File: config.mk
export PLATFORM = sky130hd
export DESIGN_NAME = owdbg_bit_engine
export DESIGN_NICKNAME = d
export VERILOG_FILES = /design/src/rtl/owdbg_pkg.sv /design/src/rtl/owdbg_line_sync.sv /design/src/rtl/owdbg_timeout.sv /design/src/rtl/owdbg_bit_fsm.sv /design/src/rtl/owdbg_bit_engine.sv
export SDC_FILE = /design/constraint.sdc
export NUM_CORES = 1
export LEC_CHECK = 0
export BUFFER_PORTS_ARGS = -buffer_cell sky130_fd_sc_hd__buf_4
export CAP_MARGIN = 25
export CORE_UTILIZATION = 40
export CTS_BUF_LIST = sky130_fd_sc_hd__clkbuf_8
export DETAILED_ROUTE_END_ITERATION = 7
export GPL_TIMING_DRIVEN = 0
export PLACE_DENSITY = 0.7
export SLEW_MARGIN = 20
export SYNTH_ARGS = -nofsm -noshare
export SYNTH_HDL_FRONTEND = slang
export SYNTH_SLANG_ARGS = --single-unit
File: constraint.sdc
create_clock -name clk -period 1.7 [get_ports clk]
set_input_delay 0.51 -clock clk [delete_from_list [all_inputs] [get_ports clk]]
set_output_delay 0.51 -clock clk [all_outputs]
set_load 0.005 [all_outputs]
File: src/rtl/owdbg_pkg.sv
package owdbg_pkg;

    typedef enum logic [2:0] {
        ST_IDLE    = 3'd0,
        ST_RX_BIT  = 3'd1,
        ST_TX_LOW  = 3'd2,
        ST_TX_WAIT = 3'd3,
        ST_SPEEDUP = 3'd4
    } bit_state_e;

endpackage

File: src/rtl/owdbg_line_sync.sv
module owdbg_line_sync #(
    parameter int STAGES = 2
) (
    input  logic clk,
    input  logic rst_n,
    input  logic line_i,
    output logic level_o,
    output logic fall_o
);
    logic [STAGES-1:0] chain_q;
    logic              prev_q;

    // Reset to the idle-high level so no edge is seen out of reset.
    always_ff @(posedge clk or negedge rst_n) begin
        if (!rst_n) begin
            chain_q <= '1;
            prev_q  <= 1'b1;
        end else begin
            chain_q <= {chain_q[STAGES-2:0], line_i};
            prev_q  <= chain_q[STAGES-1];
        end
    end

    assign level_o = chain_q[STAGES-1];
    assign fall_o  = prev_q & ~chain_q[STAGES-1];

    // two detected edges can never be adjacent.
    p_fall_isolated_r2: assert property (@(posedge clk) disable iff (!rst_n)
        fall_o |=> !fall_o);

    // a detected edge traces back to a low on the raw line STAGES cycles earlier.
    p_fall_from_low_r2: assert property (@(posedge clk) disable iff (!rst_n)
        fall_o |-> ($past(line_i, STAGES) == 1'b0));

endmodule

File: src/rtl/owdbg_timeout.sv
module owdbg_timeout #(
    parameter int LIMIT = 512
) (
    input  logic clk,
    input  logic rst_n,
    input  logic fall_i,
    output logic abort_o
);
    localparam int TO_W = $clog2(LIMIT + 1);

    logic [TO_W-1:0] cnt_q;
    logic            abort_q;

    // Counter starts saturated: nothing to abort before the host's first edge.
    always_ff @(posedge clk or negedge rst_n) begin
        if (!rst_n) begin
            cnt_q   <= TO_W'(LIMIT);
            abort_q <= 1'b0;
        end else begin
            abort_q <= !fall_i && (cnt_q == TO_W'(LIMIT - 1));
            if (fall_i)
                cnt_q <= '0;
            else if (cnt_q != TO_W'(LIMIT))
                cnt_q <= cnt_q + 1'b1;
        end
    end

    assign abort_o = abort_q;

    p_count_bounded_r9: assert property (@(posedge clk) disable iff (!rst_n)
        cnt_q <= TO_W'(LIMIT));

    p_abort_single_r9: assert property (@(posedge clk) disable iff (!rst_n)
        abort_o |=> !abort_o);

    p_abort_at_saturation_r9: assert property (@(posedge clk) disable iff (!rst_n)
        $rose(abort_o) |-> (cnt_q == TO_W'(LIMIT)));

endmodule

File: src/rtl/owdbg_bit_fsm.sv
module owdbg_bit_fsm
    import owdbg_pkg::*;
#(
    parameter int DATA_W       = 8,
    parameter int BIT_CYCLES   = 16,
    parameter int SAMPLE_AT    = 10,
    parameter int LOW_END      = 12,
    parameter int ONE_PULSE_AT = 6
) (
    input  logic              clk,
    input  logic              rst_n,
    input  logic              fall_i,
    input  logic              level_i,
    input  logic              abort_i,
    input  logic [DATA_W-1:0] tx_data_i,
    input  logic              tx_load_i,
    output logic              pad_oe_o,
    output logic              pad_out_o,
    output logic [DATA_W-1:0] rx_data_o,
    output logic              rx_valid_o,
    output logic              tx_done_o
);
    localparam int CNT_W = $clog2(BIT_CYCLES);
    localparam int IDX_W = $clog2(DATA_W);
    localparam logic [IDX_W-1:0] LAST_IDX = IDX_W'(DATA_W - 1);

    bit_state_e        state_q, state_d;
    logic [CNT_W-1:0]  cyc_q;
    logic [IDX_W-1:0]  bit_idx_q;
    logic [DATA_W-1:0] shift_q;
    logic              tx_mode_q;
    logic [DATA_W-1:0] rx_data_q;
    logic              rx_valid_q;
    logic              tx_done_q;

    // State register
    always_ff @(posedge clk or negedge rst_n) begin
        if (!rst_n) state_q <= ST_IDLE;
        else        state_q <= state_d;
    end

    // Next-state logic
    always_comb begin
        state_d = state_q;
        unique case (state_q)
            ST_IDLE: begin
                if (fall_i) begin
                    if (!tx_mode_q)                state_d = ST_RX_BIT;
                    else if (shift_q[DATA_W-1])    state_d = ST_TX_WAIT;
                    else                           state_d = ST_TX_LOW;
                end
            end
            ST_RX_BIT:  if (cyc_q == CNT_W'(SAMPLE_AT))        state_d = ST_IDLE;
            ST_TX_LOW:  if (cyc_q == CNT_W'(LOW_END))          state_d = ST_SPEEDUP;
            ST_TX_WAIT: if (cyc_q == CNT_W'(ONE_PULSE_AT - 1)) state_d = ST_SPEEDUP;
            ST_SPEEDUP: state_d = ST_IDLE;
            default:    state_d = ST_IDLE;
        endcase
        if (abort_i) state_d = ST_IDLE;
    end

    // Bit-time cycle counter: 0 on the detection cycle, counts while busy.
    always_ff @(posedge clk or negedge rst_n) begin
        if (!rst_n)                              cyc_q <= '0;
        else if (state_q == ST_IDLE && fall_i)   cyc_q <= CNT_W'(1);
        else if (state_q != ST_IDLE)             cyc_q <= cyc_q + 1'b1;
    end

    // Shift register, bit index, mode and byte handshake
    always_ff @(posedge clk or negedge rst_n) begin
        if (!rst_n) begin
            bit_idx_q  <= '0;
            shift_q    <= '0;
            tx_mode_q  <= 1'b0;
            rx_data_q  <= '0;
            rx_valid_q <= 1'b0;
            tx_done_q  <= 1'b0;
        end else begin
            rx_valid_q <= 1'b0;
            tx_done_q  <= 1'b0;
            if (abort_i) begin
                bit_idx_q <= '0;
                shift_q   <= '0;
                tx_mode_q <= 1'b0;
            end else begin
                if (state_q == ST_IDLE && tx_load_i) begin
                    shift_q   <= tx_data_i;
                    tx_mode_q <= 1'b1;
                    bit_idx_q <= '0;
                end
                if (state_q == ST_RX_BIT && cyc_q == CNT_W'(SAMPLE_AT)) begin
                    shift_q <= {shift_q[DATA_W-2:0], level_i};
                    if (bit_idx_q == LAST_IDX) begin
                        rx_data_q  <= {shift_q[DATA_W-2:0], level_i};
                        rx_valid_q <= 1'b1;
                        bit_idx_q  <= '0;
                    end else begin
                        bit_idx_q <= bit_idx_q + 1'b1;
                    end
                end
                if (state_q == ST_SPEEDUP) begin
                    shift_q <= {shift_q[DATA_W-2:0], 1'b0};
                    if (bit_idx_q == LAST_IDX) begin
                        tx_done_q <= 1'b1;
                        tx_mode_q <= 1'b0;
                        bit_idx_q <= '0;
                    end else begin
                        bit_idx_q <= bit_idx_q + 1'b1;
                    end
                end
            end
        end
    end

    // Pad outputs
    always_comb begin
        pad_oe_o  = 1'b0;
        pad_out_o = 1'b0;
        unique case (state_q)
            ST_TX_LOW:  begin pad_oe_o = 1'b1; pad_out_o = 1'b0; end
            ST_SPEEDUP: begin pad_oe_o = 1'b1; pad_out_o = 1'b1; end
            default:    begin pad_oe_o = 1'b0; pad_out_o = 1'b0; end
        endcase
    end

    assign rx_data_o  = rx_data_q;
    assign rx_valid_o = rx_valid_q;
    assign tx_done_o  = tx_done_q;

    p_speedup_single_r8: assert property (@(posedge clk) disable iff (!rst_n)
        (pad_oe_o && pad_out_o) |=> !(pad_oe_o && pad_out_o));

    p_low_after_edge_r5: assert property (@(posedge clk) disable iff (!rst_n)
        $rose(pad_oe_o && !pad_out_o) |-> $past(fall_i));

    p_rx_valid_pulse_r4: assert property (@(posedge clk) disable iff (!rst_n)
        rx_valid_o |=> !rx_valid_o);

    p_done_pulse_r7: assert property (@(posedge clk) disable iff (!rst_n)
        tx_done_o |=> !tx_done_o);

    p_abort_clears_r10: assert property (@(posedge clk) disable iff (!rst_n)
        abort_i |=> (state_q == ST_IDLE && bit_idx_q == '0 && !tx_mode_q));

endmodule

File: src/rtl/owdbg_bit_engine.sv
module owdbg_bit_engine #(
    parameter int DATA_W         = 8,
    parameter int BIT_CYCLES     = 16,
    parameter int SAMPLE_AT      = 10,
    parameter int LOW_END        = 12,
    parameter int ONE_PULSE_AT   = 6,
    parameter int TIMEOUT_CYCLES = 512,
    parameter int SYNC_STAGES    = 2
) (
    input  logic              clk,
    input  logic              rst_n,
    input  logic              line_in,
    output logic              pad_oe,
    output logic              pad_out,
    output logic [DATA_W-1:0] rx_data,
    output logic              rx_valid,
    input  logic [DATA_W-1:0] tx_data,
    input  logic              tx_load,
    output logic              tx_done,
    output logic              timeout_abort
);
    logic level_s;
    logic fall_s;
    logic abort_s;

    owdbg_line_sync #(.STAGES(SYNC_STAGES)) u_sync (
        .clk     (clk),
        .rst_n   (rst_n),
        .line_i  (line_in),
        .level_o (level_s),
        .fall_o  (fall_s)
    );

    owdbg_timeout #(.LIMIT(TIMEOUT_CYCLES)) u_timeout (
        .clk     (clk),
        .rst_n   (rst_n),
        .fall_i  (fall_s),
        .abort_o (abort_s)
    );

    owdbg_bit_fsm #(
        .DATA_W       (DATA_W),
        .BIT_CYCLES   (BIT_CYCLES),
        .SAMPLE_AT    (SAMPLE_AT),
        .LOW_END      (LOW_END),
        .ONE_PULSE_AT (ONE_PULSE_AT)
    ) u_fsm (
        .clk        (clk),
        .rst_n      (rst_n),
        .fall_i     (fall_s),
        .level_i    (level_s),
        .abort_i    (abort_s),
        .tx_data_i  (tx_data),
        .tx_load_i  (tx_load),
        .pad_oe_o   (pad_oe),
        .pad_out_o  (pad_out),
        .rx_data_o  (rx_data),
        .rx_valid_o (rx_valid),
        .tx_done_o  (tx_done)
    );

    assign timeout_abort = abort_s;

endmodule

# ---- Word level (Yosys, flattened, before mapping)
# Index checks and enable logic that the tools add are counted.
# W data, S select, Z words.
dict set report word_totals {
  elab_cells 77
  in_bits 12
  out_inout_bits 13
  register_bits 43
}
dict set report op_classes {
  reduce_logical 13
  muxes 32
  addsub 3
  bitwise_logic 3
  eq_ne 14
}
# cell count
set ops {}
lappend ops {{$mux W3} 11}
lappend ops {{$mux W8} 4}
lappend ops {{$mux W10} 2}
lappend ops {{$mux W1} 12}
lappend ops {{$pmux W3 S4} 1}
lappend ops {{$add A10 B1 Y10 const B} 1}
lappend ops {{$eq A10 B9 Y1 const B} 1}
lappend ops {{$ne A10 B10 Y1 const B} 1}
lappend ops {{$ne A3 B2 Y1 const B} 3}
lappend ops {{$eq A4 B4 Y1 const B} 2}
lappend ops {{$mux W4} 2}
lappend ops {{$eq A3 B2 Y1 const B} 2}
lappend ops {{$eq A3 B3 Y1 const B} 2}
lappend ops {{$add A4 B1 Y4 const B} 1}
lappend ops {{$eq A4 B3 Y1 const B} 1}
lappend ops {{$logic_and A1 B1 Y1} 4}
lappend ops {{$reduce_and A4 Y1} 1}
lappend ops {{$reduce_bool A2 Y1} 2}
lappend ops {{$reduce_bool A4 Y1} 1}
lappend ops {{$add A3 B1 Y3 const B} 1}
lappend ops {{$eq A3 B1 Y1 const B} 1}
lappend ops {{$logic_not A3 Y1} 1}
lappend ops {{$ne A3 B3 Y1 const B} 1}
lappend ops {{$reduce_and A3 Y1} 1}
lappend ops {{other kinds (5)} 6}

# ---- Logic depth before layout (Yosys ltp)
dict set report logic_depth {
  depth_word 6
  mapped_depth 7
  ltp_nobuf 6
}

# ---- Cells and area by module
# From an unflattened synthesis, not the netlist that was laid out.
dict set report hier_totals {
  cells_unflattened 197
  area_unflattened_um2 2197.1
}
# module cells_each instances area_each_um2
set by_module_without_submodules {}
lappend by_module_without_submodules {owdbg_bit_fsm 134 1 1529.0}
lappend by_module_without_submodules {owdbg_timeout 59 1 575.6}
lappend by_module_without_submodules {owdbg_line_sync 4 1 92.6}

# ---- Worst setup path after synthesis
# Ideal clock, no wire load.
dict set report synth_path {
  path_type {flip-flop to flip-flop}
  startpoint {reg u_fsm.cyc_q[0]}
  endpoint {reg u_fsm.shift_q[2]}
  path_stages_with_launch 8
  setup_time_ns 0.064
  n_path_buf 1
  arrival_time_ns 1.614
  slack_ns 0.021
  path_cell_list {dfrtp_1 inv_1 ha_1 and3b_1 a221oi_1 buf_2 a22o_1 a21o_1}
}
dict set report synth_between {
  elab_chain_cells 5
}
# element line_no
set synth_lines {}
lappend synth_lines {{from (decl)} owdbg_bit_fsm.sv:28} ;# logic [CNT_W-1:0] cyc_q;
lappend synth_lines {{from (signal assigned)} owdbg_bit_fsm.sv:66} ;# else if (state_q != ST_IDLE) cyc_q <= cyc_q + 1'b1;
lappend synth_lines {{$eq A4 B4 Y1 (*)} owdbg_bit_fsm.sv:91} ;# if (state_q == ST_RX_BIT && cyc_q == CNT_W'(SAMPLE_AT)) begin
lappend synth_lines {{$logic_and A1 B1 Y1 (*)} owdbg_bit_fsm.sv:91}
lappend synth_lines {{$mux W8} owdbg_bit_fsm.sv:91}
lappend synth_lines {{$mux W8} owdbg_bit_fsm.sv:101} ;# if (state_q == ST_SPEEDUP) begin
lappend synth_lines {{$mux W8} owdbg_bit_fsm.sv:81} ;# if (abort_i) begin
lappend synth_lines {{to (signal assigned)} owdbg_bit_fsm.sv:87} ;# shift_q <= tx_data_i;
lappend synth_lines {{to (signal assigned)} owdbg_bit_fsm.sv:92} ;# shift_q <= {shift_q[DATA_W-2:0], level_i};
lappend synth_lines {{to (signal assigned)} owdbg_bit_fsm.sv:102} ;# shift_q <= {shift_q[DATA_W-2:0], 1'b0};
lappend synth_lines {{to (decl)} owdbg_bit_fsm.sv:30} ;# logic [DATA_W-1:0] shift_q;
# Every way passes the cells marked *; elsewhere a longest branch is shown, timed or not.
# A chain may end at the register's enable or synchronous reset.

# ---- Final worst setup path
dict set report layout_path {
  startpoint {reg u_fsm.cyc_q[1]}
  endpoint {reg u_fsm.shift_q[2]}
}
# The elaborated chain is that of the path after synthesis.

==> summary.txt <==
Finish
  – Area growth syn-to-layout: 30.65%
  – Layout cells sized above 1: 36.36%
  – Number of fill cells: slightly above 400
  – Ant. Diodes: 0
  – Multi-input logic area: 949.7 um2
  – Most frequent cells in the layout: buf_4 (36), dfrtp_1 (36), nor2_1 (15), a22o_1 (10)
  – Register area: approximately 1100 um2
  – Fin nets: 239

Worst setup path
  – Crit path capture type: flop
  – Crit path largest cell delay: 450 ps
  – Worst EP arrival: just under 2000 ps
  – Crit-path leading delay family: compound AO/OA/AOI/OAI gates
  – CP bufs+invs: 2
  – Critical R2R Capture: u_fsm.shift_q[2]
  – Max FO, Critical Path: 5
  – FF-to-FF Start: u_fsm.cyc_q[1]
  – Worst setup SP type: flop
  – Required time of the critical path: about 1900 ps
  – R2R cell count: 7
  – Flop-to-flop setup slack: -40 ps
  – Slowest CP cell: dfrtp_2
  – Cells along the critical path: ha_4, and3b_2, a221oi_4, buf_4, buf_6, a22o_1, a21o_1
  – Critical path class: flop to flop

Logic synthesis
  – Synthesized net count: 192
  – Cell count after synthesis: around 170
  – Post-Synth Adder-Cell Area: 4.963%
  – Yosys reg bits: 43
  – Ys async rst share: 100.0%
  – Main combinational cell family by area after synthesis: simple AND/OR/NAND/NOR gates
  – Area fraction in compound gates after synthesis: around an eighth
  – Mean Syn Cell Area: 11.73 um2
  – Ys Warns: 0
  – Synth cell types: between 40 and 50
  – Multiplexer area fraction after synthesis: 4.404%
  – Synth Flop Type: dfrtp_1
  – Sequential area share after synthesis: approximately 54%
  – Synth Area in XOR/XNOR: 3.908%
  – EDFF count, synth: 0
  – Area share of and/or/nand/nor cells after synthesis: ~17%
  – Synthesized cell area: approximately 2000 um2

Detailed routing
  – Via density: about 5
  – Post-DRT Antenna Nets: 0
  – Drt total wl: about 4100 um
  – DRC errors left: 0
  – TritonRoute pass-1 iters: 4
  – Vias: 1452
  – Initial DRC Count: 58
  – WL/cell: approximately 14 um

Status
  – Failing checks: setup timing
  – Status: finished with violations

STA
  – Clock Skew: roughly 6 ps
  – Crit share post-route: 102.3%
  – Final setup viols: 7
  – Final worst slack: -38.57 ps
  – Max Fclk: 575.2 MHz
  – Worst Max-Slew Pin Slew: 620.5 ps
  – Final Max Slew Viols: 0
  – Minimum clock period: roughly 1700 ps
  – Slew Limit Headroom: 58.31%
  – WHS: between 150 and 200 ps
  – Final hold violations: 0
  – RSZ-0062 raised after global routing: true

Floorplan
  – Core box area: 4786 um2
  – Rows: 25
  – DIE AREA: between 5000 and 6000 um2
  – Die W: approximately 73 um
  – Die height: 73.01 um
  – Total I/O pin count: 25
  – Starting density of the core: between 40% and 50%

Global route
  – Largest net degree at the start of global routing: 44
  – Initial antenna violation count: 0
  – Met2 GRT Util: between 20% and 30%
  – GR peak layer: met1
  – First-pass GRT wire length: about 6400 um
  – Met1 GRT Util: a little under a quarter
  – Grt met3 use: 3.729%
  – Vias in the first global route: ~1400
  – Gr ovfl total: 0
  – GRT Util Overall: about 16%

Clock network
  – Worst skew pair latency: approximately 300 ps
  – Hold-fix buffers, CTS: 0
  – Root Driver: clkbuf_8
  – CTS tree: yes
  – Worst-case clock buffer depth: 2
  – H-tree depth: 2
  – Clk pin slew, worst setup/hold paths: approximately 90 ps
  – Num Clock Sinks: between 40 and 50
  – Num CTS Buffers: 5

Placement
  – Worst slack, placed: -238.1 ps
  – Detailed Place HPWL: around 2500 um
  – Buffers on Ports: 24
  – RePlAce Congestion: approximately 0.76

Power and ir drop
  – Leak: ~0.0013 uW
  – Max IR drop VDD: 0.7247 mV
  – PwrDens: 1519 nW/um2

Worst hold path
  – Hold WC Path Type: primary input to asynchronous set/reset pin

Run
  – Max-cap violation count: 0
[worst max-delay path by stage]
stage,start,to,slack [ps],cells past startpoint
after floorplan,u_fsm.cyc_q[0],u_fsm.shift_q[2],20,7
after global placement,u_fsm.cyc_q[0],u_fsm.shift_q[2],-240,7
after detailed placement,u_fsm.cyc_q[0],u_fsm.shift_q[4],-240,7
after CTS,u_fsm.state_q[1],pad_oe,-20,4
after global routing,u_fsm.state_q[2],u_fsm.shift_q[1],-100,7
final,u_fsm.cyc_q[1],u_fsm.shift_q[2],-40,7
[layout make-up]
type	instances	share of cell area (%)
Inverter	8	1.140
Sequential cell	43	41.17
Timing Repair Buffer	40	12.30
Multi-Input combinational cell	115	36.04
Tap cell	67	3.181
Buffer	6	1.757
Clock inverter	3	1.804
Clock buffer	5	2.612
[flip-flops by register name (all words and copies together) (netlist names)]
name and cells:
u_fsm.cyc_q 4, u_fsm.rx_valid_o 1, u_timeout.abort_o 1, u_sync.chain_q 2
u_fsm.tx_mode_q 1, u_timeout.cnt_q 10, u_fsm.tx_done_o 1, u_fsm.state_q 3
u_fsm.bit_idx_q 3, u_fsm.rx_data_o 8, u_fsm.shift_q 8, u_sync.prev_q 1
[cell families after synthesis]
family / count (synthesis)
AND/OR/NAND/NOR: 55
XOR/XNOR: 9
flip-flops: 43
AO/OA/AOI/OAI: 35
multiplexers: 8
buffers and inverters: 14
adder cells (fa/ha/maj): 8
[synthesized netlist by cell type, types with 2 or more instances]
master | n | area [um2]
dfrtp_1 | 39 | 975.9
nor2_1 | 16 | 60.06
a22o_1 | 10 | 87.58
ha_1 | 8 | 100.1
inv_1 | 8 | 30.03
a21o_1 | 7 | 52.55
mux2_2 | 7 | 78.83
nand2_1 | 6 | 22.52
o21ai_0 | 5 | 25.02
xor2_1 | 5 | 43.79
a21oi_1 | 4 | 20.02
dfstp_2 | 4 | 105.1
nand4_1 | 4 | 25.02
nor4b_1 | 4 | 35.03
xnor2_1 | 4 | 35.03
clkbuf_1 | 3 | 11.26
nand3_1 | 3 | 15.01
nand4b_1 | 3 | 26.28
and3_1 | 2 | 12.51
and4_1 | 2 | 17.52
buf_6 | 2 | 22.52
nand2b_1 | 2 | 12.51
nor2b_1 | 2 | 12.51
nor3b_1 | 2 | 15.01
[repair_timing]
action                     in CTS  in global routing
setup endpoints to repair      19                 21
pin swaps                       2                  6
resized for setup              14                 14
hold endpoints to repair        0                  0
buffers inserted                5                 10
gates cloned                    1                  0
[per-layer routing]
metal | part of all wire [%] | vias to the layer above
met1 | 49 | 703
li1 | - | 711
met4 | 1.0 | 0
met2 | 46 | 33
met5 | 0 | -
met3 | 3.8 | 5
[metrics by stage]
step	area, um2	util (%)	cells	TNS [ps]	power, uW
detailed placement	2281	47.66	263	-2610	2650
finish	2635	55.06	287	-192.0	4004
floorplan	2017	-	172	0	2334
CTS	2492	52.08	277	-43.65	3718
global route	2635	55.06	287	-1189	4265
global placement	2281	47.66	263	-2609	2631
[power by group]
| group | internal [uW] | leakage (uW) | switching [uW] |
|---|---|---|---|
| registers | 1270 | 0.000551 | 240 |
| clock network | 445 | 0.0000587 | 374 |
| logic | 915 | 0.000711 | 761 |
| total | 2630 | 0.00132 | 1370 |
No activity file was read; power rests on OpenSTA's default activity.
